`config.mk`:
```
export PLATFORM = sky130hd
export DESIGN_NAME = coh_snoop_ctrl
export DESIGN_NICKNAME = d
export VERILOG_FILES = /design/src/rtl/coh_snoop_ctrl.sv
export SDC_FILE = /design/constraint.sdc
export NUM_CORES = 1
export LEC_CHECK = 0
export ABC_AREA = 1
export BUFFER_PORTS_ARGS = -buffer_cell sky130_fd_sc_hd__buf_4
export CAP_MARGIN = 20
export CORE_ASPECT_RATIO = 1.75
export CORE_UTILIZATION = 35
export CTS_BUF_LIST = sky130_fd_sc_hd__clkbuf_4 sky130_fd_sc_hd__clkbuf_8 sky130_fd_sc_hd__clkbuf_16
export CTS_CLUSTER_DIAMETER = 40
export CTS_CLUSTER_SIZE = 20
export DETAILED_ROUTE_END_ITERATION = 16
export MAX_ROUTING_LAYER = met4
export PLACE_DENSITY = 0.57
export SLEW_MARGIN = 20
export SYNTH_ARGS = -nofsm -noshare
export SYNTH_HDL_FRONTEND = slang
export SYNTH_SLANG_ARGS = --single-unit
```
`constraint.sdc`:
```
create_clock -name clk -period 4.15 [get_ports clk]
set_input_delay 0.83 -clock clk [delete_from_list [all_inputs] [get_ports clk]]
set_output_delay 0.83 -clock clk [all_outputs]
set_load 0.005 [all_outputs]
```
`src/rtl/coh_snoop_ctrl.sv`:
```
module coh_snoop_ctrl #(
  parameter int AW    = 8,
  parameter int DW    = 8,
  parameter int LINES = 4
) (
  input  logic          clk,
  input  logic          rst_n,
  input  logic          cpu_req,
  input  logic          cpu_we,
  input  logic [AW-1:0] cpu_addr,
  input  logic [DW-1:0] cpu_wdata,
  output logic          cpu_done,
  output logic          cpu_stall,
  output logic [DW-1:0] cpu_rdata,
  output logic          bus_req,
  input  logic          bus_gnt,
  output logic [2:0]    bus_cmd,
  output logic [AW-1:0] bus_addr,
  output logic [DW-1:0] bus_wdata,
  input  logic          rsp_data_valid,
  input  logic [DW-1:0] rsp_data,
  input  logic          rsp_shared,
  input  logic          rsp_acks_done,
  input  logic          snp_valid,
  input  logic [2:0]    snp_cmd,
  input  logic [AW-1:0] snp_addr,
  output logic          snp_shared,
  output logic          snp_supply,
  output logic [DW-1:0] snp_data
);
  localparam int IW = (LINES > 1) ? $clog2(LINES) : 1;
  localparam logic [2:0] C_RD = 3'd1, C_RDX = 3'd2, C_UPG = 3'd3, C_WB = 3'd4;
  localparam logic [2:0] L_I = 3'd0, L_S = 3'd1, L_E = 3'd2, L_O = 3'd3, L_M = 3'd4;
  localparam logic [2:0] L_IS = 3'd5, L_IM = 3'd6, L_SM = 3'd7;
  localparam logic [1:0] F_IDLE = 2'd0, F_ARB = 2'd1, F_WAIT = 2'd2;

  logic [2:0]    st [LINES];
  logic [AW-1:0] tg [LINES];
  logic [DW-1:0] dt [LINES];
  logic [1:0]    fsm;
  logic [2:0]    pcmd;
  logic [IW-1:0] vidx, rr;
  logic          wb_v, gd, ga;
  logic [AW-1:0] wb_a;
  logic [DW-1:0] wb_d;

  function automatic logic stable(input logic [2:0] s);
    return (s == L_S) || (s == L_E) || (s == L_O) || (s == L_M);
  endfunction

  logic [LINES-1:0] cmatch, smatch, freev;
  logic [IW-1:0]    cidx, sidx, fidx;

  always_comb begin
    cmatch = '0; smatch = '0; freev = '0;
    cidx = '0; sidx = '0; fidx = '0;
    for (int i = LINES-1; i >= 0; i--) begin
      if (stable(st[i]) && tg[i] == cpu_addr) begin cmatch[i] = 1'b1; cidx = IW'(i); end
      if (stable(st[i]) && tg[i] == snp_addr) begin smatch[i] = 1'b1; sidx = IW'(i); end
      if (st[i] == L_I) begin freev[i] = 1'b1; fidx = IW'(i); end
    end
  end

  logic          chit, shit, wbhit, s_inv, idle_ok;
  logic [2:0]    cst, sst, cur_cmd;
  logic [IW-1:0] victim;

  assign chit    = |cmatch;
  assign shit    = snp_valid & (|smatch);
  assign cst     = st[cidx];
  assign sst     = st[sidx];
  assign wbhit   = snp_valid & wb_v & (wb_a == snp_addr);
  assign s_inv   = shit & ((snp_cmd == C_RDX) | (snp_cmd == C_UPG));
  assign victim  = (|freev) ? fidx : rr;
  assign idle_ok = (fsm == F_IDLE) & cpu_req & ~snp_valid;

  assign snp_shared = shit | wbhit;
  assign snp_supply = ((snp_cmd == C_RD) | (snp_cmd == C_RDX)) &
                      ((shit & ((sst == L_O) | (sst == L_M))) | wbhit);
  assign snp_data   = !snp_supply ? '0 : (wbhit ? wb_d : dt[sidx]);

  assign cpu_done  = idle_ok & chit & (~cpu_we | (cst == L_E) | (cst == L_M));
  assign cpu_stall = cpu_req & ~cpu_done;
  assign cpu_rdata = (cpu_done & ~cpu_we) ? dt[cidx] : '0;

  assign bus_req   = (fsm == F_ARB);
  assign cur_cmd   = wb_v ? C_WB : pcmd;
  assign bus_cmd   = (bus_req & bus_gnt) ? cur_cmd : 3'd0;
  assign bus_addr  = !bus_req ? '0 : (wb_v ? wb_a : cpu_addr);
  assign bus_wdata = (bus_req & wb_v) ? wb_d : '0;

  always_ff @(posedge clk or negedge rst_n) begin
    if (!rst_n) begin
      for (int i = 0; i < LINES; i++) begin
        st[i] <= L_I; tg[i] <= '0; dt[i] <= '0;
      end
      fsm <= F_IDLE; pcmd <= 3'd0; vidx <= '0; rr <= '0;
      wb_v <= 1'b0; wb_a <= '0; wb_d <= '0; gd <= 1'b0; ga <= 1'b0;
    end else begin
      if (shit) begin
        if (snp_cmd == C_RD) begin
          if (sst == L_M) st[sidx] <= L_O;
          else if (sst == L_E) st[sidx] <= L_S;
        end else if (s_inv) begin
          st[sidx] <= L_I;
        end
      end
      if (wbhit && ((snp_cmd == C_RDX) || (snp_cmd == C_UPG))) wb_v <= 1'b0;
      if (fsm == F_ARB && pcmd == C_UPG && s_inv && sidx == vidx) pcmd <= C_RDX;

      case (fsm)
        F_IDLE: begin
          if (cpu_done && cpu_we) begin
            dt[cidx] <= cpu_wdata;
            st[cidx] <= L_M;
          end else if (idle_ok && !cpu_done) begin
            if (chit) begin
              pcmd <= C_UPG;
              vidx <= cidx;
            end else begin
              pcmd <= cpu_we ? C_RDX : C_RD;
              vidx <= victim;
              if (!(|freev)) rr <= (rr == IW'(LINES-1)) ? '0 : rr + 1'b1;
              if (st[victim] == L_O || st[victim] == L_M) begin
                wb_v <= 1'b1; wb_a <= tg[victim]; wb_d <= dt[victim];
                st[victim] <= L_I;
              end
            end
            fsm <= F_ARB;
          end
        end
        F_ARB: begin
          if (bus_gnt) begin
            if (wb_v) begin
              wb_v <= 1'b0;
            end else begin
              gd <= 1'b0; ga <= 1'b0; fsm <= F_WAIT;
              if (pcmd == C_UPG) st[vidx] <= L_SM;
              else begin
                tg[vidx] <= cpu_addr;
                st[vidx] <= (pcmd == C_RD) ? L_IS : L_IM;
              end
            end
          end
        end
        F_WAIT: begin
          case (st[vidx])
            L_IS: if (rsp_data_valid) begin
              dt[vidx] <= rsp_data;
              st[vidx] <= rsp_shared ? L_S : L_E;
              fsm <= F_IDLE;
            end
            L_IM: begin
              if (rsp_data_valid) begin dt[vidx] <= rsp_data; gd <= 1'b1; end
              if (rsp_acks_done) ga <= 1'b1;
              if ((gd || rsp_data_valid) && (ga || rsp_acks_done)) begin
                st[vidx] <= L_M;
                fsm <= F_IDLE;
              end
            end
            L_SM: if (rsp_acks_done) begin
              st[vidx] <= L_M;
              fsm <= F_IDLE;
            end
            default: fsm <= F_IDLE;
          endcase
        end
        default: fsm <= F_IDLE;
      endcase
    end
  end

  assert_single_copy_R2: assert property (@(posedge clk) disable iff (!rst_n)
    $onehot0(cmatch));

  assert_im_waits_both_R4: assert property (@(posedge clk) disable iff (!rst_n)
    (fsm == F_WAIT && st[vidx] == L_IM && !(gd || rsp_data_valid)) |=> (fsm == F_WAIT));

  assert_store_dirty_R6: assert property (@(posedge clk) disable iff (!rst_n)
    (cpu_done && cpu_we) |=> (st[$past(cidx)] == L_M));

  assert_m_to_owned_R7: assert property (@(posedge clk) disable iff (!rst_n)
    (shit && snp_cmd == C_RD && sst == L_M) |=> (st[$past(sidx)] == L_O));

  assert_snoop_invalidates_R8: assert property (@(posedge clk) disable iff (!rst_n)
    (s_inv && fsm != F_WAIT) |=> (st[$past(sidx)] == L_I));

  assert_upgrade_converts_R9: assert property (@(posedge clk) disable iff (!rst_n)
    (fsm == F_ARB && !bus_gnt && pcmd == C_UPG && s_inv && sidx == vidx) |=> (pcmd == C_RDX));
endmodule

```
==> key figures, run 1 <==
Outcome
  • Status: completed

Power
  • NetSw: 3.57 mW
  • Leakage: slightly below 5 nW
  • Sw frac: between 50% and 60%
  • Power Density: 651 nW/um^2
  • Max IR drop VDD: about 250 uV
  • Clock share of power: approximately 14%
  • Int Pwr: 3.02 mW
  • Gate power share: between 50% and 60%
  • Sequential power share: 27.8%

GRT
  • Largest net degree at the start of global routing: 67
  • Overflow after GRT: 0
  • GRT Total Usage: 30.4%
  • Global-route wire length before repair: 55,300 um
  • Initial antenna violation count: 0
  • Vias in the first global route: between 9,000 and 10,000

Logic synthesis
  • Synth top area share: 29.8%
  • Leading area contributor after synthesis: dfrtp_1
  • Gate count of the mapped netlist: between 1,000 and 1,500
  • YS warnings: 0
  • Syn avg cell area: 6.34 um^2
  • Primary FF master, synth: dfrtp_1
  • EDFF count, synth: 0
  • Unique cell type count in the Yosys netlist: 59
  • Seq/Total Area, Yosys: between 20% and 30%
  • #FFs+latches synth: 104
  • Syn Std Cell Area: 8750 um^2
  • Mapped Nets: 1,425
  • Post-synth ARST share: 100%
  • Main area contributors after synthesis: dfrtp_1 30%, nand2_1 19%, inv_1 7.1%, o21ai_0 6.1%, nand3_1 5.0%

CTS
  • H-tree Lvls: 3
  • Num Clock Sinks: approximately 100
  • Setup repair bufs after CTS: 0
  • Max Root-Sink Buffers: 2
  • Insertion delay to the later sink of the worst-skew pair: 390 ps
  • CTS tree: built
  • Inserted Clock Buffers: 9
  • Worst-path clk slew: 70 ps
  • Clock Tree Root: clkbuf_16

Finish
  • Finished Cell Area: 10,100 um^2
  • Core Util, Final: 41.2%
  • Syn-to-layout area delta: 15.6%
  • Share of cells above drive strength 1: 15.4%
  • Commonest non-fill, non-tap cell in the layout: nand2_1
  • Post-layout net count: roughly 1,500
  • Most frequent cells in the layout: 435 x nand2_1, 164 x inv_1, 111 x buf_4
  • N_diodes: 0

Run
  • Max-Cap Viols: 0

Drt
  • Antenna Violating Nets Remaining: 0
  • DRT Pass-1 Iters: 7
  • Via density: 5.44
  • DRT iter0 DRCs: 542
  • Vias: 9,655
  • Final wirelength: 36,300 um
  • DRC viols: 0
  • Wire per inst: 20.5 um

STA
  • Final min period: a little under 4000 ps
  • Final period util: 94.7%
  • Final Hold Fails: 0
  • Post-route setup TNS: 0 ps
  • Final setup fails: 0
  • Setup Skew: ~14 ps
  • RSZ-0062 raised after global routing: no
  • Max Freq: roughly 0.25 GHz
  • Actual slew at the worst max-slew pin: 942 ps
  • Slew HR: 37.2%
  • Slew Viols, Final: 0

Setup path
  • Startpoint Class: flip-flop
  • Critical setup path kind: flip-flop to output pin
  • Reg2reg path depth: 18
  • CP endpoint kind: output pin
  • WP data required: 3320 ps
  • Critical path cell sequence: inv_1 > nand3_1 > nand2_1 > inv_2 > nand3_1 > nor2_2 > nand2_2 > nand2_2 > nand2_1 > nand3_2 > nand2_2 > nor2_4 > o21ai_0 > nand2_1 > o21ai_2 > buf_4 > a21oi_1 > buf_4
  • Critical-path maximum fanout: 8
  • CP max stage cell: dfrtp_2
  • CP max stage delay: 450 ps
  • CP arrival: 3100 ps

Placement
  • Placed instance area: 9770 um^2
  • Final RePlAce weighted congestion: ~1.0
  • IO Port Bufs: 83
  • Post-DP HPWL: 29,500 um

Floorplan
  • Num ports: 84
  • Die Ht: 211 um
  • Die Area: approximately 26,000 um^2
  • Row cnt: 76
  • Die width: 122 um
  • Core footprint: between 20,000 and 25,000 um^2
  • Starting Density: 35.7%

Worst hold path
  • Worst hold stages: 2
  • Min-delay worst type: flip-flop to flip-flop
-- per-layer routing --
| metal | up-vias | GRT usage, % | wire length (um) |
|---|---|---|---|
| met3 | 144 | 4.32 | 1410 |
| li1 | 4694 | - | - |
| met1 | 4479 | 30.2 | 12900 |
| met4 | 0 | 22.1 | 2880 |
| met5 | - | - | 0 |
| met2 | 338 | 53.4 | 19100 |
-- flip-flops by register name, indices dropped and copies added (netlist names) --
register  flops
gd            1
dt           32
tg           32
wb_v          1
pcmd          3
fsm           2
wb_d          8
st           12
wb_a          8
ga            1
rr            2
vidx          2
-- synth_stat cells, types with 3 or more instances --
cell,n
o2111ai_1,14
buf_2,14
dfrtp_1,104
nand3_1,87
nand2_2,14
nor2_4,4
o32ai_1,4
nand3b_1,3
a21oi_1,43
nor3_1,9
nand2_1,438
inv_2,32
inv_1,165
nor2_2,14
o21ai_1,26
o221ai_1,3
buf_6,3
o211ai_1,21
o22ai_1,46
clkbuf_1,20
a32oi_1,3
xor2_1,16
buf_4,5
o21ai_0,106
a31oi_1,3
clkinv_1,3
a22oi_1,6
nor4_1,3
nand4_1,19
nand3_2,4
o21ai_2,7
xnor2_1,19
nor2_1,88
-- kinds of logic (layout without fill, tap and decap cells) --
kind of cell,after synthesis,in the layout,synth area share [%]
and+or+nand+nor,694,694,34.3
AOI/OAI and AO/OA,299,299,20.7
buffers and inverters,244,327,11.1
DFF,104,104,29.8
xor gates and xnor gates,37,37,3.88
adders and majority gates,1,1,0.143
muxes,1,1,0.129
-- power by group through the flow --
stage	sequential (mW)	clock [mW]	combinational, mW
floorplan	1.65	0	2.59
global route	1.87	0.978	4.21
detailed placement	1.83	0	3.78
global placement	1.84	0	3.77
CTS	1.82	0.946	3.79
finish	1.83	0.919	3.83
-- metrics by stage --
stage	setup slack, ps	instances	total power [mW]	hold slack [ps]
floorplan	803	1380	4.25	442
global placement	16.6	1760	5.61	455
detailed placement	38.8	1760	5.61	464
CTS	11.9	1775	6.55	483
global route	28.8	1775	7.05	512
finish	219	1775	6.58	476
-- critical path: cells and delay by family (launching register included) --
kind                   cells  cell delay, ps
AO/OA/AOI/OAI              3             310
flip-flops                 1             450
AND/OR/NAND/NOR           11            1400
buffers and inverters      4             520
-- layout make-up --
cell class              count  area, um^2
clock buffers              10         233
clock inverters             5        66.3
repair buffers            112         853
multi-input cells        1032        5210
fillers                  2723       14400
well taps                 312         390
flip-flops and latches    104        2610
inverters                 200         754
-- final timing paths --
| kind | from | endpoint | slack [ps] |
|---|---|---|---|
| min in group asynchronous | rst_n | wb_a[3]$_DFFE_PN0P_ | 560 |
| setup / recovery | st[7]$_DFF_PN0_ | snp_data[2] | 220 |
| setup reg to reg | st[10]$_DFF_PN0_ | wb_d[7]$_DFFE_PN0P_ | 640 |
| hold / removal | dt[17]$_DFFE_PN0P_ | dt[17]$_DFFE_PN0P_ | 480 |
| max in group asynchronous | rst_n | st[7]$_DFF_PN0_ | 2790 |
| hold reg to reg | dt[17]$_DFFE_PN0P_ | dt[17]$_DFFE_PN0P_ | 480 |
-- what timing repair did --
action,CTS,global route
gates cloned,0,0
hold buffers,0,0
gates resized for setup,1,14
endpoints found under the setup margin,5,9
Note: power is estimated with default switching activity, not from simulation.
==> run 2: changes to the inputs <==
CTS_CLUSTER_DIAMETER = 30   (was 40)
clock period = 4.65 ns   (was 4.15 ns; I/O delays follow)
==> key figures, run 2 (synthesized netlist as in run 1, its figures left out) <==
CTS
  • Setup repair bufs after CTS: 0
  • Insertion delay to the later sink of the worst-skew pair: 390 ps
  • Worst-path clk slew: 70 ps
  • Num Clock Sinks: 104
  • Clock Tree Root: clkbuf_16
  • Inserted Clock Buffers: 9
  • Max Root-Sink Buffers: 2
  • H-tree Lvls: 3
  • CTS tree: built

Setup path
  • CP endpoint kind: output pin
  • Critical-path maximum fanout: 9
  • Reg2reg path depth: 18
  • Critical setup path kind: flip-flop to output pin
  • WP data required: between 3000 and 4000 ps
  • Launch point of the critical path: st[8]$_DFF_PN0_
  • CP Capture Point: snp_data[4]
  • Worst r2r dst: wb_d[7]$_DFFE_PN0P_
  • Startpoint Class: flip-flop
  • Worst flop-to-flop path startpoint: st[9]$_DFF_PN0_
  • CP arrival: 3430 ps
  • R2R Setup Slk: roughly 1100 ps

STA
  • Final min period: around 4400 ps
  • Final period util: 93.8%
  • RSZ-0062 raised after global routing: no
  • Max Freq: 0.229 GHz
  • Final setup fails: 0
  • Setup Skew: 11.5 ps
  • Slew HR: 49.0%
  • Slew Viols, Final: 0
  • Final Hold Fails: 0
  • Post-route setup TNS: 0 ps
  • Actual slew at the worst max-slew pin: approximately 760 ps

Finish
  • Most frequent cells in the layout: 438 x nand2_1, 165 x inv_1, 106 x o21ai_0
  • Share of cells above drive strength 1: 14.0%
  • Area occupied by multi-input gates: 5170 um^2
  • Fillcell total: 2,737
  • Syn-to-layout area delta: 14.3%
  • Commonest non-fill, non-tap cell in the layout: nand2_1
  • Core Util, Final: 40.8%
  • Top Registers: dt: 32 flops, tg: 32 flops, st: 12 flops
  • N_diodes: 0
  • Register area: approximately 2600 um^2
  • Post-layout net count: about 1,500

Power
  • Sequential power share: 28.3%
  • Leakage: 4.85 nW
  • NetSw: around 3.2 mW
  • Int Pwr: 2.68 mW
  • Clock share of power: 14.5%
  • Sw frac: between 50% and 60%
  • Gate power share: 57.2%
  • Max IR drop VDD: 341 uV
  • Power Density: slightly below 600 nW/um^2

Placement
  • IO Port Bufs: 83
  • Final RePlAce weighted congestion: 1.02
  • Post-DP HPWL: 29,600 um

Floorplan
  • Die Ht: 211 um
  • Die width: ~120 um
  • Starting Density: 35.7%
  • Die Area: 25,700 um^2
  • Row cnt: 76
  • Num ports: 84
  • Core footprint: 24,500 um^2

Drt
  • Via density: 5.40
  • Wire per inst: about 21 um
  • DRT iter0 DRCs: 564
  • DRT Pass-1 Iters: 5
  • Final wirelength: 37,000 um
  • Antenna Violating Nets Remaining: 0
  • Vias: 9,523
  • DRC viols: 0

GRT
  • GRT Total Usage: 30.6%
  • Global-route wire length before repair: between 50,000 and 60,000 um
  • Largest net degree at the start of global routing: 105
  • Overflow after GRT: 0
  • Vias in the first global route: roughly 9,500
  • Initial antenna violation count: 0

Run
  • Max-Cap Viols: 0

Outcome
  • Status: completed

Worst hold path
  • Min-delay worst type: flip-flop to flip-flop
[run 2: cell count changes in the layout (fill, tap and decap cells not counted), sizes merged]
cell / change
clkinv: +1
bufinv: +1
clkbuf: -1
clkinvlp: -2
buf: -10
[run 2: worst max-delay path, cell delays in order, from the launching register on]
cell and delay, ps:
dfrtp_1 490, inv_1 160, nand3_1 160, nand2_1 200, inv_2 130, nand3_1 120, nor2_1 200, nand2_1 160
nand2_1 160, nand2_1 80, nand3_2 70, nand2_2 80, nor2_2 200, o21ai_0 110, nand2_1 80, o21ai_2 50
buf_4 170, nor2_1 230, buf_4 160
[run 2: worst min path at each step]
| stage | endpoint | depth (start not counted) | slack [ps] | startpoint |
|---|---|---|---|---|
| after floorplan | dt[16]$_DFFE_PN0P_ | 2 | 440 | dt[16]$_DFFE_PN0P_ |
| after global placement | dt[16]$_DFFE_PN0P_ | 2 | 450 | dt[16]$_DFFE_PN0P_ |
| after detailed placement | dt[19]$_DFFE_PN0P_ | 2 | 460 | dt[19]$_DFFE_PN0P_ |
| after CTS | dt[19]$_DFFE_PN0P_ | 2 | 480 | dt[19]$_DFFE_PN0P_ |
| after global routing | dt[18]$_DFFE_PN0P_ | 2 | 500 | dt[18]$_DFFE_PN0P_ |
| final | dt[21]$_DFFE_PN0P_ | 2 | 470 | dt[21]$_DFFE_PN0P_ |
[run 2: routing by layer]
metal	vias to the layer above	track usage, %	part of all wire (%)
met5	-	-	0
met4	0	20.3	6.5
met3	120	3.86	3.7
met2	298	55.4	54
met1	4436	30.1	36
li1	4669	-	-
[run 2: power by group through the flow]
stage	clock [mW]	combinational (mW)	sequential [mW]
6_report	0.845	3.34	1.65
5_1_grt	0.884	3.68	1.68
4_1_cts	0.864	3.32	1.64
3_5_place_dp	0	3.31	1.66
3_3_place_gp	0	3.29	1.66
2_1_floorplan	0	2.31	1.48
[run 2: layout make-up]
type	count	share of cell area, %
well taps	312	3.90
inverters	200	7.51
flip-flops and latches	104	26.0
clock buffers	9	2.25
clock inverters	5	0.826
repair buffers	102	7.78
multi-input cells	1032	51.7
[run 2: what timing repair did]
item	in CTS	in global routing
hold buffers	0	0
gates resized for setup	0	1
setup endpoints to repair	0	2
[run 2: per-stage QoR]
step           power (mW)  area (um^2)  worst slack, ps  std cells  hold slack (ps)
6_report             5.83        10000              289       1764              472
5_1_grt              6.25        10000             6.34       1764              502
4_1_cts              5.82        10000              310       1764              477
3_5_place_dp         4.96         9690              346       1750              459
3_3_place_gp         4.95         9690              345       1750              453
2_1_floorplan        3.79         8750             1100       1380              442
==> run 3: changes to the inputs <==
CORE_UTILIZATION = 55   (was 35)
PLACE_DENSITY = 0.8   (was 0.57)
RECOVER_POWER = 25   (was not set)
==> key figures, run 3 (synthesized netlist as in run 1, its figures left out) <==
Outcome
  • Status: finished with violations
  • Violated checks: max-capacitance violations, max-slew violations

STA
  • Final setup fails: 0
  • RSZ-0062 raised after global routing: no
  • Slew HR: -50.0%
  • Post-route setup TNS: 0 ps
  • Final min period: 4330 ps
  • Slew Viols, Final: between 100 and 150
  • Final period util: 93.2%
  • Max Freq: around 0.23 GHz
  • Actual slew at the worst max-slew pin: 2250 ps
  • Final Hold Fails: 0
  • Setup Skew: 11.9 ps

CTS
  • Setup repair bufs after CTS: 0
  • Worst-path clk slew: 80 ps
  • H-tree Lvls: 3
  • Insertion delay to the later sink of the worst-skew pair: 360 ps
  • CTS tree: built
  • Inserted Clock Buffers: 9
  • Max Root-Sink Buffers: 2
  • Clock Tree Root: clkbuf_16
  • Hold_buf cts: 0
  • Num Clock Sinks: 104
  • Resized cells post-CTS: 0

Floorplan
  • Starting Density: 56.6%
  • Core footprint: about 15,000 um^2
  • Die Ht: 169 um
  • Die width: 97.3 um
  • Num ports: 84
  • Row cnt: 60
  • Die Area: 16,400 um^2

Finish
  • Most frequent cells in the layout: 438 x nand2_1, 165 x inv_1, 106 x o21ai_0
  • Share of cells above drive strength 1: 13.7%
  • Syn-to-layout area delta: 11.7%
  • Commonest non-fill, non-tap cell in the layout: nand2_1
  • N_diodes: 0
  • Top Registers: dt: 32 flops, tg: 32 flops, st: 12 flops
  • Post-layout net count: around 1,500
  • Finished Cell Area: slightly below 10,000 um^2
  • Post-route insts no fill: 1,636

Drt
  • DRC viols: 0
  • Via density: 6.05
  • DRT iter0 DRCs: 765
  • DRT Pass-1 Iters: 5
  • Wire per inst: 20.4 um
  • Final wirelength: 33,500 um
  • Antenna Violating Nets Remaining: 0
  • Vias: 9,894

Power
  • Overall power: 5.78 mW
  • NetSw: 3.16 mW
  • Gate power share: 58.4%
  • Power Density: 591 nW/um^2
  • Leakage: 4.81 nW
  • Sw frac: 54.7%
  • Clock share of power: 13.6%
  • Max IR drop VDD: just under 400 uV
  • Int Pwr: 2.62 mW
  • Sequential power share: 28.0%

Placement
  • Placed insts: ~1,600
  • Final RePlAce weighted congestion: 1.06
  • IO Port Bufs: 83
  • Placed instance area: 9490 um^2
  • Post-DP HPWL: 26,500 um

GRT
  • Vias in the first global route: 9,580
  • Global-route wire length before repair: about 52,000 um
  • Initial antenna violation count: 0
  • GRT Total Usage: a little over two fifths
  • Overflow after GRT: 0
  • Largest net degree at the start of global routing: 42

Setup path
  • CP max stage delay: 410 ps
  • Critical setup path kind: primary input to output pin
  • WP data required: 3720 ps
  • CP endpoint kind: output pin
  • Critical-path maximum fanout: 9
  • Most frequent CP cell: nand2_1
  • CP max stage cell: o21ai_2
  • WP buf/inv: 4
  • CP arrival: around 3400 ps
  • R2R Setup Slk: 1350 ps
  • Startpoint Class: primary input
  • Crit-path leading delay family: simple AND/OR/NAND/NOR gates
  • Critical path cell sequence: buf_4 > inv_2 > nand2_1 > nand2_1 > nand3_1 > nor2_1 > nand3_2 > nor2_2 > nand2_1 > nand2_1 > inv_1 > nand2_1 > nor2_2 > o21ai_0 > nand2_1 > o21ai_2 > a21oi_1 > buf_4

Run
  • Max-Cap Viols: 3

Worst hold path
  • Min-delay worst type: flip-flop to flip-flop
-- run 3: changes by cell type in the layout (fill, tap and decap cells not counted), moves of 2 or more --
cell	before	now
buf_4	101	95
bufinv_16	2	0
clkbuf_1	0	3
inv_6	1	3
inv_8	0	2
-- run 3: power by group through the flow --
stage                     logic (mW)  registers [mW]  clock network (mW)
after global routing            3.68            1.65               0.821
after global placement          3.23            1.61                   0
after CTS                       3.29            1.60               0.788
after floorplan                 2.31            1.48                   0
after detailed placement        3.28            1.61                   0
final                           3.37            1.62               0.784
-- run 3: area by class of cell --
| class | count | area (um^2) |
|---|---|---|
| inverter | 200 | 751 |
| sequential | 104 | 2600 |
| timing repair buffer | 98 | 724 |
| clock buffer | 10 | 233 |
| tap | 186 | 233 |
| fill | 1509 | 5690 |
| clock inverter | 6 | 57.6 |
| multi-input combinational | 1032 | 5170 |
-- run 3: per-layer routing --
metal / up-vias / wire (um) / part of all wire (%) / track usage (%)
met5: - / 0 / 0 / -
met4: 0 / 3440 / 10 / 37.2
met3: 195 / 1730 / 5.2 / 4.21
met2: 505 / 16500 / 49 / 73.2
met1: 4521 / 11800 / 35 / 42.4
li1: 4673 / - / - / -
-- run 3: metrics by stage --
step / setup WS [ps] / hold slack, ps / utilization, %
after CTS: 437 / 479 / 63.3
after global placement: 489 / 455 / 61.4
after global routing: 78.8 / 497 / 63.2
after detailed placement: 451 / 460 / 61.4
final: 317 / 479 / 63.2
after floorplan: 1100 / 442 / -
-- run 3: tightest hold or removal path: cells and delay by family, from the launching register on --
kind | cells | cell delay (ps)
flip-flops | 1 | 350
AND/OR/NAND/NOR | 2 | 100
-- run 3: final timing paths --
kind	startpoint	endpoint	cells past startpoint
max	snp_addr[1]	snp_data[6]	18
min	dt[23]$_DFFE_PN0P_	dt[23]$_DFFE_PN0P_	2
max reg2reg	vidx[0]$_DFFE_PN0P_	dt[11]$_DFFE_PN0P_	13
min reg2reg	dt[23]$_DFFE_PN0P_	dt[23]$_DFFE_PN0P_	2
max in group asynchronous	rst_n	tg[29]$_DFFE_PN0P_	2
min in group asynchronous	rst_n	tg[1]$_DFFE_PN0P_	1
